<file path="config.mk">
export PLATFORM = sky130hd
export DESIGN_NAME = conv_scheduler
export DESIGN_NICKNAME = d
export VERILOG_FILES = /design/src/rtl/conv_sched_pkg.sv /design/src/rtl/conv_sched_ctrl.sv /design/src/rtl/conv_sched_dp.sv /design/src/rtl/conv_scheduler.sv
export SDC_FILE = /design/constraint.sdc
export NUM_CORES = 1
export LEC_CHECK = 0
export ABC_AREA = 1
export BUFFER_PORTS_ARGS = -buffer_cell sky130_fd_sc_hd__buf_2
export CORE_ASPECT_RATIO = 2
export CORE_UTILIZATION = 50
export CTS_BUF_LIST = sky130_fd_sc_hd__clkbuf_8
export DETAILED_ROUTE_END_ITERATION = 8
export PLACE_DENSITY = 0.73
export SLEW_MARGIN = 20
export SYNTH_ARGS = -nofsm -noshare
export SYNTH_HDL_FRONTEND = slang
export SYNTH_HIERARCHICAL = 1
export SYNTH_SLANG_ARGS = --single-unit
</file>
<file path="constraint.sdc">
create_clock -name clk -period 3.3 [get_ports clk]
set_clock_uncertainty 0.2 [all_clocks]
set_input_delay 0.66 -clock clk [delete_from_list [all_inputs] [get_ports clk]]
set_output_delay 0.66 -clock clk [all_outputs]
set_load 0.005 [all_outputs]
</file>
<file path="src/rtl/conv_sched_pkg.sv">
package conv_sched_pkg;

  // Strobes passed from control to datapath
  typedef struct packed {
    logic captureEn;  // store converter result, raise sample strobe
    logic cfgLoad;    // load configuration register
  } schedStrobe_t;

  localparam int SHUTDOWN_BIT = 0;
  localparam int ONESHOT_BIT  = 5;

endpackage

</file>
<file path="src/rtl/conv_sched_ctrl.sv">
module conv_sched_ctrl
  import conv_sched_pkg::*;
#(
  parameter int PERIOD_TICKS = 10_000_000
) (
  input  logic         clk,
  input  logic         rstN,
  input  logic         cfgWrEn,
  input  logic         cfgShutdown,
  input  logic         cfgOneShot,
  input  logic         oneShotPulse,
  input  logic         convDone,
  output logic         convStart,
  output logic         powered,
  output schedStrobe_t strobe
);

  localparam int CNT_W = (PERIOD_TICKS > 1) ? $clog2(PERIOD_TICKS) : 1;
  localparam logic [CNT_W-1:0] CNT_LAST = CNT_W'(PERIOD_TICKS - 1);

  logic [CNT_W-1:0] periodCnt;
  logic             tickHit;
  logic             sleepMode;
  logic             busy;
  logic             startNow;

  // Free-running period counter; phase is kept across sleep
  always_ff @(posedge clk) begin
    if (!rstN) begin
      periodCnt <= '0;
    end else if (periodCnt == CNT_LAST) begin
      periodCnt <= '0;
    end else begin
      periodCnt <= periodCnt + 1'b1;
    end
  end

  assign tickHit   = (periodCnt == '0);
  assign sleepMode = cfgShutdown | cfgOneShot;

  // A new conversion only when none is in flight; triggers while busy are dropped
  assign startNow = !busy && (sleepMode ? oneShotPulse : tickHit);

  always_ff @(posedge clk) begin
    if (!rstN) begin
      busy      <= 1'b0;
      convStart <= 1'b0;
    end else begin
      convStart <= startNow;
      if (startNow) begin
        busy <= 1'b1;
      end else if (convDone) begin
        busy <= 1'b0;
      end
    end
  end

  assign powered          = !sleepMode || busy;
  assign strobe.captureEn = convDone && busy;
  assign strobe.cfgLoad   = cfgWrEn;

  AST_START_PULSE: assert property (@(posedge clk) disable iff (!rstN)
    convStart |=> !convStart);

  AST_SLEEP_NO_START: assert property (@(posedge clk) disable iff (!rstN)
    ($past(sleepMode) && !$past(oneShotPulse)) |-> !convStart);

  AST_BUSY_DROPS_SHOT: assert property (@(posedge clk) disable iff (!rstN)
    (busy && oneShotPulse) |=> !convStart);

  AST_POWER_ON_START: assert property (@(posedge clk) disable iff (!rstN)
    convStart |-> powered);

endmodule

</file>
<file path="src/rtl/conv_sched_dp.sv">
module conv_sched_dp
  import conv_sched_pkg::*;
#(
  parameter int RES_W   = 16,
  parameter int LSB_PAD = 4,
  parameter int CFG_W   = 8,
  parameter int RSVD_W  = 2
) (
  input  logic             clk,
  input  logic             rstN,
  input  schedStrobe_t     strobe,
  input  logic [CFG_W-1:0] cfgWrData,
  input  logic [RES_W-1:0] convResult,
  output logic [CFG_W-1:0] cfgRdData,
  output logic [RES_W-1:0] tempResult,
  output logic             sampleValid,
  output logic             cfgShutdown,
  output logic             cfgOneShot
);

  localparam int KEEP_W = CFG_W - RSVD_W;
  localparam int HIGH_W = RES_W - LSB_PAD;
  localparam logic [CFG_W-1:0] CFG_MASK = {{RSVD_W{1'b0}}, {KEEP_W{1'b1}}};
  localparam logic [RES_W-1:0] RES_MASK = {{HIGH_W{1'b1}}, {LSB_PAD{1'b0}}};

  logic [CFG_W-1:0] cfgReg;

  always_ff @(posedge clk) begin
    if (!rstN) begin
      cfgReg <= '0;
    end else if (strobe.cfgLoad) begin
      cfgReg <= cfgWrData & CFG_MASK;
    end
  end

  // Reading is replaced whole, only at conversion end
  always_ff @(posedge clk) begin
    if (!rstN) begin
      tempResult  <= '0;
      sampleValid <= 1'b0;
    end else begin
      sampleValid <= strobe.captureEn;
      if (strobe.captureEn) begin
        tempResult <= convResult & RES_MASK;
      end
    end
  end

  assign cfgRdData   = cfgReg;
  assign cfgShutdown = cfgReg[SHUTDOWN_BIT];
  assign cfgOneShot  = cfgReg[ONESHOT_BIT];

  AST_RESULT_HOLD: assert property (@(posedge clk) disable iff (!rstN)
    !sampleValid |-> $stable(tempResult));

  AST_SAMPLE_PULSE: assert property (@(posedge clk) disable iff (!rstN)
    sampleValid |=> !sampleValid);

endmodule

</file>
<file path="src/rtl/conv_scheduler.sv">
module conv_scheduler
  import conv_sched_pkg::*;
#(
  parameter int PERIOD_TICKS = 10_000_000,
  parameter int RES_W        = 16,
  parameter int LSB_PAD      = 4,
  parameter int CFG_W        = 8,
  parameter int RSVD_W       = 2
) (
  input  logic             clk,
  input  logic             rstN,
  input  logic             cfgWrEn,
  input  logic [CFG_W-1:0] cfgWrData,
  output logic [CFG_W-1:0] cfgRdData,
  input  logic             oneShotPulse,
  output logic             convStart,
  input  logic             convDone,
  input  logic [RES_W-1:0] convResult,
  output logic [RES_W-1:0] tempResult,
  output logic             sampleValid,
  output logic             powered
);

  schedStrobe_t strobe;
  logic         cfgShutdown;
  logic         cfgOneShot;

  conv_sched_ctrl #(
    .PERIOD_TICKS(PERIOD_TICKS)
  ) u_ctrl (
    .clk         (clk),
    .rstN        (rstN),
    .cfgWrEn     (cfgWrEn),
    .cfgShutdown (cfgShutdown),
    .cfgOneShot  (cfgOneShot),
    .oneShotPulse(oneShotPulse),
    .convDone    (convDone),
    .convStart   (convStart),
    .powered     (powered),
    .strobe      (strobe)
  );

  conv_sched_dp #(
    .RES_W  (RES_W),
    .LSB_PAD(LSB_PAD),
    .CFG_W  (CFG_W),
    .RSVD_W (RSVD_W)
  ) u_dp (
    .clk        (clk),
    .rstN       (rstN),
    .strobe     (strobe),
    .cfgWrData  (cfgWrData),
    .convResult (convResult),
    .cfgRdData  (cfgRdData),
    .tempResult (tempResult),
    .sampleValid(sampleValid),
    .cfgShutdown(cfgShutdown),
    .cfgOneShot (cfgOneShot)
  );

endmodule

</file>
---- Word-level counts from Yosys, hierarchy flattened ----
Index checks and enable logic that the tools add are counted.
W data, S select, Z words.
cells by class
  add/sub/neg operators ................... 1
  equality and inequality tests ........... 1
  muxes and demuxes ....................... 3
  bitwise gates (word level) .............. 2
  reductions and logical operators ........ 8
operator list
  operator                 count
  $add A24 B1 Y24 const B  1
  $eq A24 B24 Y1 const B   1
  $logic_not A24 Y1        1
  $mux W1                  3
  $logic_and A1 B1 Y1      2
  $logic_not A1 Y1         2
  $reduce_bool A2 Y1       1
  $reduce_or A2 Y1         1
  $logic_or A1 B1 Y1       1
  $not A1 Y1               1
  $or A1 B1 Y1             1
word-level totals
  flip-flop bits (word level) ............. 45
  input bits .............................. 29
  output and inout bits ................... 27
  logic and storage cells ................. 21

---- Depth between registers and ports, before layout ----
Gate-level depths: netlist of run 1.
  depth in word-level cells ............... 4
  mapped depth ............................ 9
  gate-level depth less buffers ........... 9

---- Hierarchy ----
Netlist of run 1, hierarchy kept.
modules (own cells, without submodules)
  module           times used  cells each  area an instance (µm²)  seq. area each (µm²)
  conv_sched_ctrl  1           237         1,498.9                 520.5
  conv_sched_dp    1           126         843.3                   380.4

---- Worst setup path after synthesis of run 1 ----
OpenSTA, ideal clock, no wires.
  path kind ............................... reg2reg
  start ................................... register u_ctrl.periodCnt[0]
  end ..................................... register u_ctrl.periodCnt[10]
  library setup time ...................... 0.114 ns
  arrival ................................. 1.223 ns
  required time ........................... 2.986 ns
  path slack .............................. 1.762 ns
  stages on the path, launching flop included .. 8
  buffers on the path ..................... 1
  period minus slack after synthesis ...... 1.538 ns
  path through ............................ dfxtp_1 -> ha_1 -> nand3_2 -> nor3_1 -> nand3_1 -> nand2_2 -> buf_6 -> nor2_1
on the way
  word-level cells in the longest chain between the ends .. 2
  elaborated cells on any way between the ends .. 3
  classes of those cells .................. 1 x add/sub; 1 x eq/ne; 1 x reduce/logical
RTL lines
  what                                                     line                   source
  start: declaration                                       conv_sched_ctrl.sv:21  logic [CNT_W-1:0] periodCnt;
  start signal: assignment                                 conv_sched_ctrl.sv:34  periodCnt <= periodCnt + 1'b1;
  branches (longest 2 deep; another with $add A24 B1 Y24)  n/a
Parallel ways; which one is timed is not known.
A chain may end at the register's enable or synchronous reset.

---- Final worst setup path of run 1 ----
  start ................................... register u_ctrl.periodCnt[0]
  end ..................................... register u_ctrl.periodCnt[20]
The elaborated chain is that of the path after synthesis.

==> results of run 1 <==
## report_power, final
group | switching [W] | total (W) | internal [W]
sequential | 0.0000125 | 0.000580 | 0.000568
clock | 0.000182 | 0.000402 | 0.000220
combinational | 0.0000638 | 0.000113 | 0.0000496
total | 0.000258 | 0.00110 | 0.000837
## worst max-delay path by stage
stage	cells after the start	slack, ns	endpoint
2_1_floorplan	7	1.76	u_ctrl/periodCnt[10]
3_3_place_gp	6	1.36	u_ctrl/periodCnt[15]
3_5_place_dp	3	1.32	u_ctrl/periodCnt[14]
4_1_cts	6	1.34	u_ctrl/periodCnt[17]
5_1_grt	6	1.17	u_ctrl/periodCnt[17]
6_report	6	1.36	u_ctrl/periodCnt[20]
## flip-flops by register name, summed over array words and instances, names as in the netlist
signal            count
u_ctrl/periodCnt     24
u_dp/cfgRdData        6
u_ctrl/busy           1
u_dp/tempResult      12
u_ctrl/convStart      1
u_dp/sampleValid      1
## metrics by stage
stage | total power, W | utilization [%] | instances | area (µm²) | setup slack (ns)
after floorplan | 0.0006814 | - | 368 | 2361 | 1.762
after global placement | 0.0007050 | 56.50 | 448 | 2500 | 1.359
after detailed placement | 0.0007090 | 56.50 | 448 | 2500 | 1.324
after CTS | 0.001110 | 58.85 | 455 | 2604 | 1.337
after global routing | 0.001152 | 58.85 | 455 | 2604 | 1.175
final | 0.001096 | 58.85 | 455 | 2604 | 1.362
## cells in the mapped netlist
cell type / n
or2_0: 2
nand3_2: 2
a21oi_2: 1
buf_4: 11
nor2_4: 3
xnor2_1: 1
xor2_1: 8
o21ai_0: 1
conb_1: 1
nor3_1: 1
nand4_1: 1
nand3b_1: 4
ha_1: 2
nor2_1: 88
dfxtp_1: 45
buf_6: 5
nand2_1: 109
inv_1: 48
o21ai_1: 2
nor2_2: 1
a21oi_1: 10
nand3_1: 14
buf_2: 1
nand2_2: 2
## placed cells by master, fill, tap and decap left out, drive strengths merged
master,Yosys,final
a21oi,11,11
buf,17,43
bufinv,0,1
clkbuf,0,5
clkinv,0,1
conb,1,6
dfxtp,45,45
ha,2,2
inv,48,48
nand2,111,111
nand3,16,16
nand3b,4,4
nand4,1,1
nor2,92,92
nor3,1,1
o21ai,3,3
or2,2,2
xnor2,1,1
xor2,8,8
## metal layers
layer | track usage, % | wire length [µm] | up-vias
met5 | 0 | 0 | -
met4 | 15.38 | 295 | 0
met3 | 4.167 | 213 | 17
met2 | 39.79 | 2624 | 56
li1 | - | - | 1137
met1 | 20.79 | 1856 | 931
## cell type report
class / count / area, µm² / share of cell area, %
flip-flops and latches: 45 / 900.9 / 34.60
multi-input cells: 258 / 1136 / 43.63
clock inverters: 2 / 35.03 / 1.346
inverters: 48 / 180.2 / 6.920
clock buffers: 5 / 68.82 / 2.643
well taps: 54 / 67.56 / 2.595
repair buffers: 43 / 215.2 / 8.265
## worst register-to-register path, delay by kind of cell (launching register included)
family / cells / cell delay [ns]
and+or+nand+nor: 4 / 0.90
AOI/OAI and AO/OA: 1 / 0.10
adders and majority gates: 1 / 0.22
DFF: 1 / 0.40
## cell families after synthesis
logic type      after synthesis
compound gates               14
xor+xnor                      9
fa+ha+maj                     2
buf+inv                      65
flops                        45
other cells                   1
simple gates                227
==> impl_metrics.json, run 1 <==
{
  "grt.total_usage_pct": 21.84,
  "root_buffer": "clkbuf_8",
  "port_buffers": 43,
  "hold_buffers": 0,
  "cts_sinks": 45,
  "worst-setup-path-type": "reg2reg",
  "layout_min_cycle_time_ns": 1.938,
  "finalCritPeriodShare_pct": 58.72,
  "die_x_um": 50.40,
  "ys_seq_area_share_pct": 38.46,
  "cap_violations": 0,
  "min_to": "u_dp/tempResult[7]",
  "yosys-top-cells-area": "dfxtp_1, nand2_1, nor2_1",
  "grt_pass1_wl_mm": 8.162,
  "cp-startpoint": "u_ctrl/periodCnt[0]",
  "rsz0062_at_grt": "no",
  "drc": 0,
  "cts-resized-gates": 0,
  "ios": 56,
  "fmax_ghz": 0.5161,
  "synthSimpleGateAreaFrac_pct": 39.96,
  "antenna_left": 0,
  "wl_per_cell_um": 10.96,
  "routed_via_density": 4.705,
  "synth_seq_cells": 45,
  "crit_buf_inv": 0,
  "die-area_um2": 4979,
  "hold_viol": 0,
  "r2r_slack_ns": 1.36,
  "synthAdderAreaFrac_pct": 1.068,
  "r2r-start": "u_ctrl/periodCnt[0]",
  "slowest_stage": "dfxtp_1",
  "syn-mean-instance-area_um2": 6.452,
  "hp-start": "u_dp/tempResult[7]",
  "cp_cell_sequence": "ha_1 > nand3_2 > nor3_1 > nand3_1 > nand2_2 > a21oi_1",
  "cp-end-kind": "flop",
  "antenna_cells": 0,
  "cts_inserted_buffers": 5,
  "vdd_drop_max_uv": 335.8,
  "worst_slew_pin_slew_ns": 0.6637,
  "min_path_type": "reg2reg",
  "dp_hpwl_mm": 3.866,
  "synth_compound_area_share_pct": 3.152,
  "hold_slack_ns": 0.2698,
  "setup_viol": 0,
  "p_per_area_nw_per_um2": 420.8,
  "overflow": 0,
  "drtPass1Iterations": 4,
  "core.rowCount": 34,
  "crit_path_start_kind": "flop",
  "status": "complete, no violations",
  "r2r-end": "u_ctrl/periodCnt[20]",
  "synth_top_family_by_area": "simple AND/OR/NAND/NOR gates",
  "ys_warn_count": 6,
  "fillCellCount": 445,
  "cp.arrival_ns": 1.90,
  "clkSlewWorstSetupHoldPaths_ns": 0.08,
  "yosysTopAreaCell": "dfxtp_1",
  "drive_gt1_share_pct": 14.71,
  "grt_antenna_before_repair": 0,
  "die_h_um": 98.79,
  "clkLatencyLatePin_ns": 0.29,
  "p_leak_nw": 1.213,
  "syn_inst": 363,
  "fin_setup_tns_ns": 0,
  "synth-xor-area-share_pct": 3.365,
  "cts_buffer_depth": 2,
  "core_um2": 4424,
  "path_max_fanout": 24,
  "path_delay_family": "simple AND/OR/NAND/NOR gates",
  "maxSlewHeadroom_pct": 55.70,
  "area_growth_pct": 11.16,
  "synth.area.mux_share_pct": 0,
  "place.gp.congestion": 0.9401,
  "vias": 2141,
  "worstRegToRegCells": 6,
  "synth_top_area_share_pct": 38.46,
  "whs_path_depth": 2,
  "initial_core_util_pct": 52.94,
  "post_cts_buffers": 0,
  "drtIter0Drc": 45,
  "grt_max_degree": 26,
  "wirelength_mm": 4.989,
  "nets": 432,
  "cpPeakStageDelay_ns": 0.40,
  "critPathRequiredTime_ns": 3.26,
  "synth_cell_types": 24,
  "cts_tree": "built",
  "first_global_vias": 1896,
  "synth_area_um2": 2342,
  "slew_violations": 0,
  "htree_levels": 2
}
Note: power is estimated with default switching activity, not from simulation.
==> inputs of run 2 (changes only) <==
--- a/config.mk
+++ b/config.mk
@@ -5,13 +5,13 @@
 export SDC_FILE = /design/constraint.sdc
 export NUM_CORES = 1
 export LEC_CHECK = 0
-export ABC_AREA = 1
+export ABC_AREA = 0
 export BUFFER_PORTS_ARGS = -buffer_cell sky130_fd_sc_hd__buf_2
 export CORE_ASPECT_RATIO = 2
 export CORE_UTILIZATION = 50
 export CTS_BUF_LIST = sky130_fd_sc_hd__clkbuf_8
 export DETAILED_ROUTE_END_ITERATION = 8
-export PLACE_DENSITY = 0.73
+export PLACE_DENSITY = 0.75
 export SLEW_MARGIN = 20
 export SYNTH_ARGS = -nofsm -noshare
 export SYNTH_HDL_FRONTEND = slang
==> constraint.sdc (replaced) <==
create_clock -name clk -period 1.8 [get_ports clk]
set_clock_uncertainty 0.2 [all_clocks]
set_input_delay 0.36 -clock clk [delete_from_list [all_inputs] [get_ports clk]]
set_output_delay 0.36 -clock clk [all_outputs]
set_load 0.005 [all_outputs]
==> run 2 against run 1 <==
Against the previous run: the run now ends with setup timing left; worst setup slack worse by 1.5 ns; highest routed layer unchanged; combinational power up 87%; global-route usage is 4.6 points higher; largest cell class unchanged.
==> impl_metrics.json, run 2 <==
{
  "grt_pass1_wl_mm": 8.383,
  "async_reset_ff_share_pct": 0,
  "antenna_cells": 0,
  "hp-start": "convResult[8]",
  "min_to": "u_dp/tempResult[8]",
  "synth_cell_types": 35,
  "clkSlewWorstSetupHoldPaths_ns": 0.08,
  "cts_inserted_buffers": 5,
  "yosys-top-cells-area": "dfxtp_1, mux2i_1, nor2b_1",
  "p_leak_nw": 1.197,
  "routed_via_density": 5.379,
  "synth_most_common_cell": "dfxtp_1",
  "yosysTopAreaCell": "dfxtp_1",
  "root_buffer": "clkbuf_8",
  "place.gp.congestion": 0.9261,
  "ys_warn_count": 6,
  "drtIter0Drc": 64,
  "htree_levels": 2,
  "power_w": 0.001988,
  "synthTopCellsByCount": "dfxtp_1, mux2i_1, nor2_1, nor2b_1",
  "finalCritPeriodShare_pct": 107.8,
  "crit_path_start_kind": "flop",
  "worst-setup-path-type": "reg2reg",
  "slew_violations": 0,
  "syn-mean-instance-area_um2": 9.345,
  "worstRegToRegCells": 5,
  "grt_max_degree": 24,
  "initial_core_util_pct": 52.87,
  "syn_inst": 222,
  "overflow": 0,
  "cts_tree": "built",
  "top_register": "u_ctrl/periodCnt",
  "violations": "setup timing",
  "drive_gt1_share_pct": 40.58,
  "vdd_drop_max_uv": 690.6,
  "cp.arrival_ns": 1.97,
  "nets": 339,
  "cpPeakStageDelay_ns": 0.48,
  "grt.total_usage_pct": 26.45,
  "pre_cts_ws_ns": -0.1798,
  "area_growth_pct": 36.01,
  "fin_setup_tns_ns": -1.455,
  "r2r-end": "u_ctrl/periodCnt[17]",
  "whs_path_depth": 3,
  "r2r_slack_ns": -0.14,
  "port_buffers": 43,
  "synth_area_um2": 2074,
  "largest_reg_flops": 24,
  "grt_antenna_before_repair": 0,
  "slowest_stage": "or4_1",
  "layout_min_cycle_time_ns": 1.941,
  "core_um2": 3924,
  "cp_cell_sequence": "buf_6 > nand4_1 > or3_4 > or4_1 > a21oi_1",
  "fmax_ghz": 0.5151,
  "drc": 0,
  "die-area_um2": 4426,
  "p_per_area_nw_per_um2": 704.6,
  "synth_seq_cells": 45,
  "cts_sinks": 45,
  "synth_edf_count": 0,
  "mostFrequentLayoutCell": "buf_2",
  "crit_buf_inv": 1,
  "drtPass1Iterations": 4,
  "hold_viol": 0,
  "cp-end-kind": "flop",
  "status": "finished with violations",
  "path_delay_family": "simple AND/OR/NAND/NOR gates",
  "die_x_um": 47.55,
  "wl_per_cell_um": 14.53,
  "hold_buffers": 0,
  "synth_top_area_share_pct": 43.43,
  "layout_setup_ws_ns": -0.1412,
  "ios": 56,
  "die_h_um": 93.09,
  "path_max_fanout": 3,
  "min_path_type": "in2reg",
  "first_global_vias": 1957,
  "clkLatencyLatePin_ns": 0.29,
  "rsz0062_at_grt": "yes",
  "vias": 1931,
  "core.rowCount": 32,
  "wirelength_mm": 5.218,
  "ys.flop_type": "dfxtp_1",
  "cap_violations": 0,
  "cts_buffer_depth": 2,
  "r2r-start": "u_ctrl/periodCnt[7]",
  "setup_viol": 23,
  "antenna_left": 0,
  "ys_seq_area_share_pct": 43.43,
  "layout_common_cells": "buf_2, buf_4, dfxtp_1",
  "dp_hpwl_mm": 3.791,
  "critPathRequiredTime_ns": 1.83
}
-- run 2: changes by cell type in the layout (fill, tap and decap cells not counted), sizes merged, moves of 6 or more --
cell   previous run  this run
xnor2             1         7
nor2             92        18
inv              48         8
nor4              0         9
buf              43        91
nor2b             0        18
nand2           111        10
mux2i             0        18
-- run 2: through the flow --
step	hold WS (ns)	std cells	utilization [%]	instance area (µm²)
CTS	0.1213	358	71.05	2788
global route	0.1309	359	71.91	2821
detailed placement	0.2942	346	65.91	2586
finish	0.1220	359	71.91	2821
global placement	0.2810	346	65.91	2586
floorplan	0.2411	227	-	2100
-- run 2: logic make-up after synthesis --
kind of cell / share of synthesized area (%)
AOI/OAI and AO/OA: 6.213
xor gates and xnor gates: 5.911
adders and majority gates: 1.206
buffers and inverters: 7.660
DFF: 43.43
muxes: 8.685
other: 0.1808
and+or+nand+nor: 26.72
-- run 2: area by class of cell --
| cell class | instances | area (µm²) |
|---|---|---|
| Fill cell | 320 | 1102 |
| Sequential cell | 45 | 912.1 |
| Tap cell | 51 | 63.81 |
| Multi-Input combinational cell | 157 | 1115 |
| Clock buffer | 5 | 68.82 |
| Clock inverter | 2 | 35.03 |
| Inverter | 8 | 30.03 |
| Timing Repair Buffer | 91 | 596.8 |
-- run 2: worst register-to-register path, stage by stage (launching register included) --
cell     delay [ns]
dfxtp_2        0.35
buf_6          0.10
nand4_1        0.20
or3_4          0.41
or4_1          0.48
a21oi_1        0.15
-- run 2: power breakdown --
group,switching (W),total [W],internal [W]
combinational,0.0000962,0.000211,0.000115
sequential,0.0000196,0.00105,0.00103
clock,0.000325,0.000728,0.000403
total,0.000440,0.00199,0.00155
-- run 2: repair_timing --
action	in CTS	in global routing
pin swaps	2	0
gates resized for setup	20	6
cloned	2	0
endpoints found under the setup margin	23	25
setup buffers	3	1
-- run 2: per-layer routing --
metal / track usage, % / vias to the layer above / routed length (µm) / part of all wire [%]
met5: 0 / - / 0 / 0
met4: 16.44 / 0 / 227 / 4.4
met3: 5.405 / 20 / 244 / 4.7
met2: 48.17 / 74 / 2974 / 57
met1: 23.94 / 906 / 1772 / 34
li1: - / 931 / - / -
-- run 2: how the worst max path moves through the flow --
stage / end / cells after the start / slack, ns / start
after detailed placement: u_ctrl/periodCnt[21] / 5 / -0.18 / u_ctrl/periodCnt[7]
after floorplan: u_ctrl/periodCnt[21] / 6 / -0.03 / u_ctrl/periodCnt[5]
after CTS: u_ctrl/periodCnt[19] / 5 / -0.10 / u_ctrl/periodCnt[7]
final: u_ctrl/periodCnt[17] / 5 / -0.14 / u_ctrl/periodCnt[7]
after global placement: u_ctrl/periodCnt[21] / 5 / -0.13 / u_ctrl/periodCnt[7]
after global routing: u_ctrl/periodCnt[19] / 5 / -0.17 / u_ctrl/periodCnt[7]
==> inputs of run 3 (changes only) <==
--- a/config.mk
+++ b/config.mk
@@ -8,10 +8,10 @@
 export ABC_AREA = 0
 export BUFFER_PORTS_ARGS = -buffer_cell sky130_fd_sc_hd__buf_2
 export CORE_ASPECT_RATIO = 2
-export CORE_UTILIZATION = 50
+export CORE_UTILIZATION = 49
 export CTS_BUF_LIST = sky130_fd_sc_hd__clkbuf_8
 export DETAILED_ROUTE_END_ITERATION = 8
-export PLACE_DENSITY = 0.75
+export PLACE_DENSITY = 0.76
 export SLEW_MARGIN = 20
 export SYNTH_ARGS = -nofsm -noshare
 export SYNTH_HDL_FRONTEND = slang
==> constraint.sdc (replaced) <==
create_clock -name clk -period 1.7 [get_ports clk]
set_clock_uncertainty 0.2 [all_clocks]
set_input_delay 0.34 -clock clk [delete_from_list [all_inputs] [get_ports clk]]
set_output_delay 0.34 -clock clk [all_outputs]
set_load 0.005 [all_outputs]
==> run 3 against run 2 <==
Against the previous run: the run still ends with setup timing left; via count shrank 1.4%; routed wire length grew 5.3%; sequential cell count is the same; sequential power grew 6%; register-to-register slack gained 0.04 ns; die area grew 2.0%; critical path depth is the same; worst hold slack lost 0.023 ns; global-route usage shrank 2.7 points; critical path type unchanged; largest cell class unchanged; largest power group unchanged; highest routed layer unchanged.
==> impl_metrics.json, run 3 (synthesis results as in run 2) <==
{
  "status": "finished with violations",
  "violations": "setup timing",
  "fmax_ghz": 0.5567,
  "overflow": 0,
  "path_max_fanout": 5,
  "dp_hpwl_mm": 3.814,
  "worst-setup-path-type": "reg2reg",
  "p_sw_share_pct": 22.48,
  "slowest_stage": "nor4_4",
  "finalCritPeriodShare_pct": 105.7,
  "crit_path_start_kind": "flop",
  "die_x_um": 48.01,
  "clkSlewWorstSetupHoldPaths_ns": 0.08,
  "antenna_cells": 0,
  "drtIter0Drc": 26,
  "ios": 56,
  "die_h_um": 94.02,
  "layout_setup_ws_ns": -0.09627,
  "critPathRequiredTime_ns": 1.70,
  "cp_cell_sequence": "nor4_4 > nand3_2 > o41ai_4 > buf_4 > nor2_1",
  "antenna_left": 0,
  "drive_gt1_share_pct": 48.23,
  "power_w": 0.002102,
  "cts_tree": "built",
  "fillCellCount": 290,
  "area_growth_pct": 42.52,
  "grt_pass1_wl_mm": 7.603,
  "top_register": "u_ctrl/periodCnt",
  "seqPwrFrac_pct": 52.8,
  "core.rowCount": 33,
  "port_buffers": 43,
  "cts_sinks": 45,
  "hold_buffers": 0,
  "p_int_w": 0.001629,
  "layout.cells.non_filler": 363,
  "slew_violations": 0,
  "root_buffer": "clkbuf_8",
  "cts_buffer_depth": 2,
  "core_um2": 4088,
  "wirelength_mm": 5.497,
  "cpPeakStageDelay_ns": 0.36,
  "cp-end-kind": "flop",
  "p_switching_w": 0.0004724,
  "die-area_um2": 4514,
  "mostFrequentLayoutCell": "buf_4",
  "layout_common_cells": "buf_4, buf_2, dfxtp_1, mux2i_1, nor2b_1",
  "grt_max_degree": 24,
  "dp.cells": 349,
  "vias": 1904,
  "grt_antenna_before_repair": 0,
  "cap_violations": 0,
  "first_global_vias": 1817,
  "drtPass1Iterations": 4,
  "routed_via_density": 5.245,
  "wl_per_cell_um": 15.14,
  "hold_slack_ns": 0.09886,
  "p_per_area_nw_per_um2": 710.9,
  "combPwrFrac_pct": 10.5,
  "cp.arrival_ns": 1.79,
  "setup_viol": 23,
  "rsz0062_at_grt": "yes",
  "place.gp.congestion": 0.8942,
  "p_leak_nw": 1.252,
  "clkLatencyLatePin_ns": 0.30,
  "cts_inserted_buffers": 5,
  "p_clk_share_pct": 36.7,
  "utilization_pct": 72.33,
  "min_path_type": "in2reg",
  "grt.total_usage_pct": 23.79,
  "drc": 0,
  "layout_min_cycle_time_ns": 1.796,
  "htree_levels": 2,
  "vdd_drop_max_uv": 641.4,
  "nets": 342,
  "initial_core_util_pct": 50.75,
  "largest_reg_flops": 24,
  "hold_viol": 0
}
-- run 3: cell count changes in the layout (fill, tap and decap cells not counted), sizes merged --
cell	previous run	this run
buf	91	94
-- run 3: routing by layer --
layer	track usage (%)	vias to the layer above	wire [µm]
li1	-	935	-
met1	21.29	891	2015
met2	43.47	64	3071
met3	5.192	14	217
met4	14.12	0	193
met5	0	-	0
-- run 3: power groups by stage --
stage	registers [W]	logic (W)	clock network [W]
global placement	0.00114	0.000196	0
finish	0.00111	0.000221	0.000770
CTS	0.00111	0.000206	0.000784
floorplan	0.00114	0.000138	0
global route	0.00112	0.000250	0.000832
detailed placement	0.00114	0.000203	0
-- run 3: what timing repair did --
| action | 4_1_cts | 5_1_grt |
|---|---|---|
| setup endpoints to repair | 25 | 25 |
| resized for setup | 7 | 41 |
| setup buffers | 1 | 5 |
| cloned | 0 | 1 |
| pin swaps | 1 | 12 |
-- run 3: critical path, delay by kind of cell, from the launching register on --
kind | cells | cell delay [ns]
compound gates | 1 | 0.35
simple gates | 3 | 0.56
buf+inv | 1 | 0.24
flops | 1 | 0.34
-- run 3: cell type report --
cell class / instances / area, µm² / share of cell area (%)
tap: 52 / 65.06 / 2.201
clock inverter: 2 / 35.03 / 1.185
timing repair buffer: 94 / 609.3 / 20.61
clock buffer: 5 / 68.82 / 2.328
sequential: 45 / 929.6 / 31.44
multi-input combinational: 157 / 1219 / 41.22
inverter: 8 / 30.03 / 1.016
-- run 3: worst paths after layout --
check	from	end	slack, ns	cells after the start
hold reg to reg	u_ctrl/periodCnt[22]	u_ctrl/periodCnt[22]	0.31	2
setup / recovery	u_ctrl/periodCnt[17]	u_ctrl/periodCnt[10]	-0.1	5
hold / removal	cfgWrData[2]	u_dp/cfgRdData[2]	0.1	3
setup reg to reg	u_ctrl/periodCnt[17]	u_ctrl/periodCnt[10]	-0.1	5
-- run 3: per-stage QoR --
| stage | setup WS, ns | setup TNS [ns] | area (µm²) |
|---|---|---|---|
| finish | -0.09627 | -1.883 | 2957 |
| global route | -0.1720 | -2.802 | 2957 |
| CTS | -0.07269 | -1.047 | 2758 |
| detailed placement | -0.1541 | -3.201 | 2619 |
| global placement | -0.07161 | -1.296 | 2619 |
| floorplan | -0.1199 | -0.1249 | 2155 |
